==> src/rtl/otpu_pkg.sv <==
package otpu_pkg;

   localparam int unsigned KEY_MAX = 4;

   typedef enum logic [5:0] {
      OP_READ    = 6'h00,
      OP_UNLOCK  = 6'h02,
      OP_LOCK    = 6'h03,
      OP_PROGRAM = 6'h08
   } op_e;

   localparam int unsigned STAT_DONE_BIT = 1;
   localparam int unsigned STAT_OK_BIT   = 2;

   // Ordered unlock key; position matters.
   function automatic logic [31:0] key_word(input int idx);
      case (idx)
         0:       return 32'h0000_000F;
         1:       return 32'h0000_0004;
         2:       return 32'h0000_0008;
         3:       return 32'h0000_000D;
         default: return 32'h0000_0000;
      endcase
   endfunction

endpackage

==> src/rtl/otpu_edge.sv <==
module otpu_edge #(
   parameter bit SYNC_START = 1'b0
) (
   input  logic clk,
   input  logic rst_n,
   input  logic start,
   output logic start_rise
);

   logic start_q;

   generate
      if (SYNC_START) begin : g_sync
         logic start_s;
         always_ff @(posedge clk or negedge rst_n) begin
            if (!rst_n) begin
               start_s <= 1'b0;
               start_q <= 1'b0;
            end else begin
               start_s <= start;
               start_q <= start_s;
            end
         end
         assign start_rise = start_s & ~start_q;
      end else begin : g_direct
         always_ff @(posedge clk or negedge rst_n) begin
            if (!rst_n) start_q <= 1'b0;
            else        start_q <= start;
         end
         assign start_rise = start & ~start_q;
      end
   endgenerate

   // a held strobe never yields two consecutive steps
   p_rise_single_r6: assert property (@(posedge clk) disable iff (!rst_n)
      start_rise |=> !start_rise);

endmodule

==> src/rtl/otpu_key_match.sv <==
module otpu_key_match #(
   parameter int unsigned CMD_W   = 6,
   parameter int unsigned DATA_W  = 32,
   parameter int unsigned KEY_LEN = 4
) (
   input  logic              clk,
   input  logic              rst_n,
   input  logic              step,
   input  logic [CMD_W-1:0]  cmd,
   input  logic [DATA_W-1:0] data,
   output logic              unlocked
);

   localparam int unsigned PTR_W = $clog2(KEY_LEN);
   localparam logic [PTR_W-1:0] LAST_IDX = PTR_W'(KEY_LEN - 1);
   localparam logic [CMD_W-1:0] C_UNLOCK = CMD_W'(otpu_pkg::OP_UNLOCK);
   localparam logic [CMD_W-1:0] C_LOCK   = CMD_W'(otpu_pkg::OP_LOCK);

   logic [DATA_W-1:0] key_tab [KEY_LEN];

   for (genvar g = 0; g < KEY_LEN; g++) begin : g_key
      assign key_tab[g] = DATA_W'(otpu_pkg::key_word(g));
   end

   logic [PTR_W-1:0] ptr;
   logic             is_en, is_dis, hit, last;

   assign is_en  = (cmd == C_UNLOCK);
   assign is_dis = (cmd == C_LOCK);
   assign hit    = (data == key_tab[ptr]);
   assign last   = (ptr == LAST_IDX);

   always_ff @(posedge clk or negedge rst_n) begin
      if (!rst_n) begin
         ptr      <= '0;
         unlocked <= 1'b0;
      end else if (step) begin
         if (is_dis) begin
            ptr      <= '0;
            unlocked <= 1'b0;
         end else if (is_en) begin
            if (!hit) begin
               ptr <= '0;
            end else if (last) begin
               ptr      <= '0;
               unlocked <= 1'b1;
            end else begin
               ptr <= ptr + PTR_W'(1);
            end
         end
      end
   end

   // the flag only rises on a step carrying the final key word
   p_rise_on_last_r3: assert property (@(posedge clk) disable iff (!rst_n)
      $rose(unlocked) |-> ($past(step) && $past(data) == key_tab[KEY_LEN-1]));

   // the flag holds unless a lock command steps
   p_sticky_r4: assert property (@(posedge clk) disable iff (!rst_n)
      (unlocked && !(step && is_dis)) |=> unlocked);

   // a mismatching unlock word restarts the match
   p_miss_restart_r5: assert property (@(posedge clk) disable iff (!rst_n)
      (step && is_en && !hit) |=> (ptr == '0 && $stable(unlocked)));

   // lock clears flag and progress
   p_lock_clears_r7: assert property (@(posedge clk) disable iff (!rst_n)
      (step && is_dis) |=> (!unlocked && ptr == '0));

   // other codes touch nothing
   p_other_inert_r9: assert property (@(posedge clk) disable iff (!rst_n)
      (step && !is_en && !is_dis) |=> ($stable(ptr) && $stable(unlocked)));

endmodule

==> src/rtl/otpu_unlock_seq.sv <==
module otpu_unlock_seq #(
   parameter int unsigned CMD_W      = 6,
   parameter int unsigned DATA_W     = 32,
   parameter int unsigned KEY_LEN    = 4,
   parameter bit          SYNC_START = 1'b0
) (
   input  logic              clk,
   input  logic              rst_n,
   input  logic [CMD_W-1:0]  cmd_code,
   input  logic [DATA_W-1:0] wr_data,
   input  logic              start,
   output logic [2:0]        status,
   output logic              prog_fire
);

   localparam logic [CMD_W-1:0] C_PROGRAM = CMD_W'(otpu_pkg::OP_PROGRAM);

   generate
      if (KEY_LEN < 2 || KEY_LEN > otpu_pkg::KEY_MAX) begin : g_bad_key
         $error("otpu_unlock_seq: KEY_LEN out of range");
      end
      if (CMD_W < 4) begin : g_bad_cmd
         $error("otpu_unlock_seq: CMD_W too narrow for command codes");
      end
      if (DATA_W < 4) begin : g_bad_data
         $error("otpu_unlock_seq: DATA_W too narrow for key words");
      end
   endgenerate

   logic step, unlocked, done_q, fire_q;

   otpu_edge #(.SYNC_START(SYNC_START)) u_edge (
      .clk        (clk),
      .rst_n      (rst_n),
      .start      (start),
      .start_rise (step)
   );

   otpu_key_match #(
      .CMD_W   (CMD_W),
      .DATA_W  (DATA_W),
      .KEY_LEN (KEY_LEN)
   ) u_match (
      .clk      (clk),
      .rst_n    (rst_n),
      .step     (step),
      .cmd      (cmd_code),
      .data     (wr_data),
      .unlocked (unlocked)
   );

   always_ff @(posedge clk or negedge rst_n) begin
      if (!rst_n) begin
         done_q <= 1'b0;
         fire_q <= 1'b0;
      end else begin
         done_q <= step;
         fire_q <= step && (cmd_code == C_PROGRAM) && unlocked;
      end
   end

   always_comb begin
      status = '0;
      status[otpu_pkg::STAT_DONE_BIT] = done_q;
      status[otpu_pkg::STAT_OK_BIT]   = unlocked;
   end
   assign prog_fire = fire_q;

   // done is a single-cycle pulse
   p_done_pulse_r2: assert property (@(posedge clk) disable iff (!rst_n)
      status[1] |=> !status[1]);

   // fire only with done and while permitted
   p_fire_gated_r8: assert property (@(posedge clk) disable iff (!rst_n)
      prog_fire |-> (status[1] && status[2]));

endmodule

==> config.mk <==
export PLATFORM = sky130hd
export DESIGN_NAME = otpu_unlock_seq
export DESIGN_NICKNAME = d
export VERILOG_FILES = /design/src/rtl/otpu_pkg.sv /design/src/rtl/otpu_edge.sv /design/src/rtl/otpu_key_match.sv /design/src/rtl/otpu_unlock_seq.sv
export SDC_FILE = /design/constraint.sdc
export NUM_CORES = 1
export LEC_CHECK = 0
export BUFFER_PORTS_ARGS = -buffer_cell sky130_fd_sc_hd__buf_2
export CORE_MARGIN = 4
export CORE_UTILIZATION = 34
export CTS_CLUSTER_SIZE = 20
export DETAILED_ROUTE_END_ITERATION = 16
export PLACE_DENSITY = 0.86
export SLEW_MARGIN = 5
export SYNTH_ARGS = -nofsm -noshare
export SYNTH_HDL_FRONTEND = slang
export SYNTH_HIERARCHICAL = 1
export SYNTH_SLANG_ARGS = --single-unit
==> constraint.sdc <==
create_clock -name clk -period 2.4 [get_ports clk]
set_input_delay 0.48 -clock clk [delete_from_list [all_inputs] [get_ports clk]]
set_output_delay 0.48 -clock clk [all_outputs]
set_load 0.01 [all_outputs]
==> impl_metrics.csv <==
group,metric,value,unit
finish,seqCellArea,150.1,sq um
global_routing,grt_pass1_vias,533,
setup_path,required,2560,ps
flow_run,maxCapViolations,0,
synthesis,synth.area.top_cells,"dfrtp_1 (33%), ha_1 (11%), nor4_1 (8.3%), xor2_1 (5.8%), buf_4 (5.0%)",
drt,drc_errors,0,
clock_network,ctsResizeCount,0,
setup_path,critPathCaptureType,"flop",
sta,finalHoldViolCount,0,
clock_network,cts_root_buffer,"clkbuf_4",
synthesis,synthesis.area,454.2,sq um
floorplanning,die_area,0.001985,sq mm
synthesis,synth_seq_cells,6,
synthesis,syn-num-nets,92,
drt,first_pass_iters,4,
place,place.gp.congestion,0.7678,
finish,multi_input_area,262.8,sq um
global_routing,grt_remaining_overflow,0,
sta,finalCriticalPeriod,1864,ps
clock_network,clock_sinks,6,
global_routing,grt_pass1_wl,1.994,mm
sta,rsz0062_at_grt,"false",
sta,drv_slew,0,
sta,fin_setup_tns,0,ps
floorplanning,num_rows,12,
setup_path,reg2reg_depth,6,
drt,num_vias,504,
synthesis,synth.distinct_cells,21,
finish,fillers,103,
setup_path,crit_type,"flop to flop",
power_and_ir_drop,vdd_drop_max,0.0001533,V
place,placed_area,664.4,sq um
global_routing,track_usage,13.50,%
clock_network,cts_hold_buf,0,
clock_network,path_clk_slew,40,ps
power_and_ir_drop,power,241.9,uW
setup_path,r2r_end,"u_match/ptr[0]$_DFFE_PN0P_",
floorplanning,boundaryPins,45,
floorplanning,die_y,44.55,um
finish,n_antenna_cell,0,
sta,max_freq,536.4,MHz
synthesis,synth_area_per_cell,9.664,sq um
place,port_buffers,43,
setup_path,critPathLaunchType,"flop",
setup_path,reg2reg_from,"u_match/ptr[0]$_DFFE_PN0P_",
drt,drt-initial-drc-count,6,
sta,finalSetupViolations,0,
synthesis,yosysTopAreaCellShare,33.06,%
floorplanning,die_w,44.55,um
clock_network,insertion_delay,240,ps
power_and_ir_drop,powerDensity,352.2,mW/mm^2
drt,ant_nets,0,
finish,drive_above_1_share,56.67,%
place,dp_hpwl,1.093,mm
sta,post-route-period-util,77.68,%
floorplanning,start_util,38.29,%
finish,stdcell_area,686.9,sq um
setup_path,crit_fanout,5,
synthesis,syn-instance-count,47,
sta,clock_skew,1.997,ps
floorplanning,fp.coreArea,0.001186,sq mm
drt,routed_wl,1.222,mm
clock_network,cts_made_buffers,3,
setup_path,timing.reg2reg.setup_slack,540,ps
power_and_ir_drop,leakage,0.3602,nW
drt,wire_per_inst,11.75,um
synthesis,yosys_warnings,6,
synthesis,yosys.area.top_type,"dfrtp_1",
clock_network,post_cts_buffers,0,
finish,nNetsFinal,137,
hold_path,min_path_type,"input pin to async pin",
synthesis,yosysSeqAreaShare,33.06,%
global_routing,antenna_found_initial,0,
setup_path,cp.arrival,2020,ps
clock_network,tritoncts,"done",
clock_network,h-tree-depth,1,
drt,viasPerCell,4.846,
clock_network,cts_max_path_buffers,2,
finish,syn2layout_area_growth,51.24,%
outcome,outcome,"finished clean",
global_routing,grt_max_degree,7,
## final cells by class
class                   instances  share of cell area (%)
clock buffers                   3                   3.279
inverters                       5                   2.732
well taps                      14                   2.550
flip-flops and latches          6                   21.86
repair buffers                 43                   31.33
multi-input cells              33                   38.25
## placed cells by master (no fill, tap or decap)
master,Yosys,routed
xor2_1,3,3
o31ai_2,1,1
nor3_1,1,1
conb_1,1,1
nand2_1,3,3
buf_2,0,43
o21ai_1,2,2
or4_4,1,1
nor4_2,1,1
dfrtp_1,6,6
nor4_1,6,6
o21ai_0,1,1
nor4b_2,1,1
nor2_1,1,1
nor2b_4,1,1
nand4_1,3,3
nand3b_1,1,1
ha_1,4,4
or4b_1,1,1
inv_1,5,5
xnor2_1,1,1
clkbuf_4,0,3
## layer usage
layer / track usage [%] / wire length [um]
met5: 0 / 0
met4: 6.627 / 0
met1: 12.41 / 397
met3: 4.878 / 102
met2: 25.50 / 722
## Yosys cell counts
cell type and n:
conb_1 1, ha_1 4, o21ai_0 1, nor4_1 6
buf_4 3, nor4_2 1, nor3_1 1, nand3b_1 1
or4b_1 1, nor4b_2 1, inv_1 5, xnor2_1 1
xor2_1 3, nand4_1 3, nor2b_4 1, o21ai_1 2
or4_4 1, nand2_1 3, o31ai_2 1, nor2_1 1
dfrtp_1 6
## power breakdown
| group | total [mW] | switching, mW | internal [mW] |
|---|---|---|---|
| Sequential | 0.104 | 0.000951 | 0.103 |
| Combinational | 0.0466 | 0.0175 | 0.0291 |
| Clock | 0.0911 | 0.0347 | 0.0564 |
| Total | 0.242 | 0.0531 | 0.189 |
## metrics by stage
step	std cells	worst slack, ps	hold slack [ps]	util (%)
detailed placement	101	457.3	306.8	56.01
finish	104	535.7	48.26	57.91
global route	104	449.5	44.20	57.91
global placement	101	531.9	304.2	56.01
CTS	104	533.1	38.90	57.91
floorplan	47	650.9	184.4	-
## worst max-delay path: stages (launching register included)
cell	delay, ps
dfrtp_1	440
inv_1	90
ha_1	320
xor2_1	150
nand4_1	90
or4_4	510
o31ai_2	170
## sequential cells by signal, summed over array words and instances (netlist names)
signal and cells:
done_q 1, u_match/ptr 2, prog_fire 1, u_match/unlocked 1, u_edge/start_q 1
## worst max-delay path by stage
stage | from | endpoint | slack, ps | depth (start not counted)
floorplan | u_match/ptr[0]$_DFFE_PN0P_ | u_match/ptr[0]$_DFFE_PN0P_ | 650 | 6
global placement | start | u_match/ptr[0]$_DFFE_PN0P_ | 530 | 6
detailed placement | start | u_match/ptr[0]$_DFFE_PN0P_ | 460 | 6
CTS | u_match/ptr[0]$_DFFE_PN0P_ | u_match/ptr[0]$_DFFE_PN0P_ | 530 | 6
global route | u_match/ptr[0]$_DFFE_PN0P_ | u_match/ptr[1]$_DFFE_PN0P_ | 450 | 6
finish | u_match/ptr[0]$_DFFE_PN0P_ | u_match/ptr[0]$_DFFE_PN0P_ | 540 | 6
## kinds of logic (layout without fill, tap and decap cells)
| logic type | after synthesis | after routing | synth area share (%) |
|---|---|---|---|
| AOI/OAI and AO/OA | 4 | 4 | 6.059 |
| xor gates and xnor gates | 4 | 4 | 7.715 |
| adders and majority gates | 4 | 4 | 11.02 |
| buffers and inverters | 8 | 51 | 9.091 |
| DFF | 6 | 6 | 33.06 |
| other | 1 | 1 | 0.8257 |
| and+or+nand+nor | 20 | 20 | 32.23 |
Power figures use the tool's default switching activity.
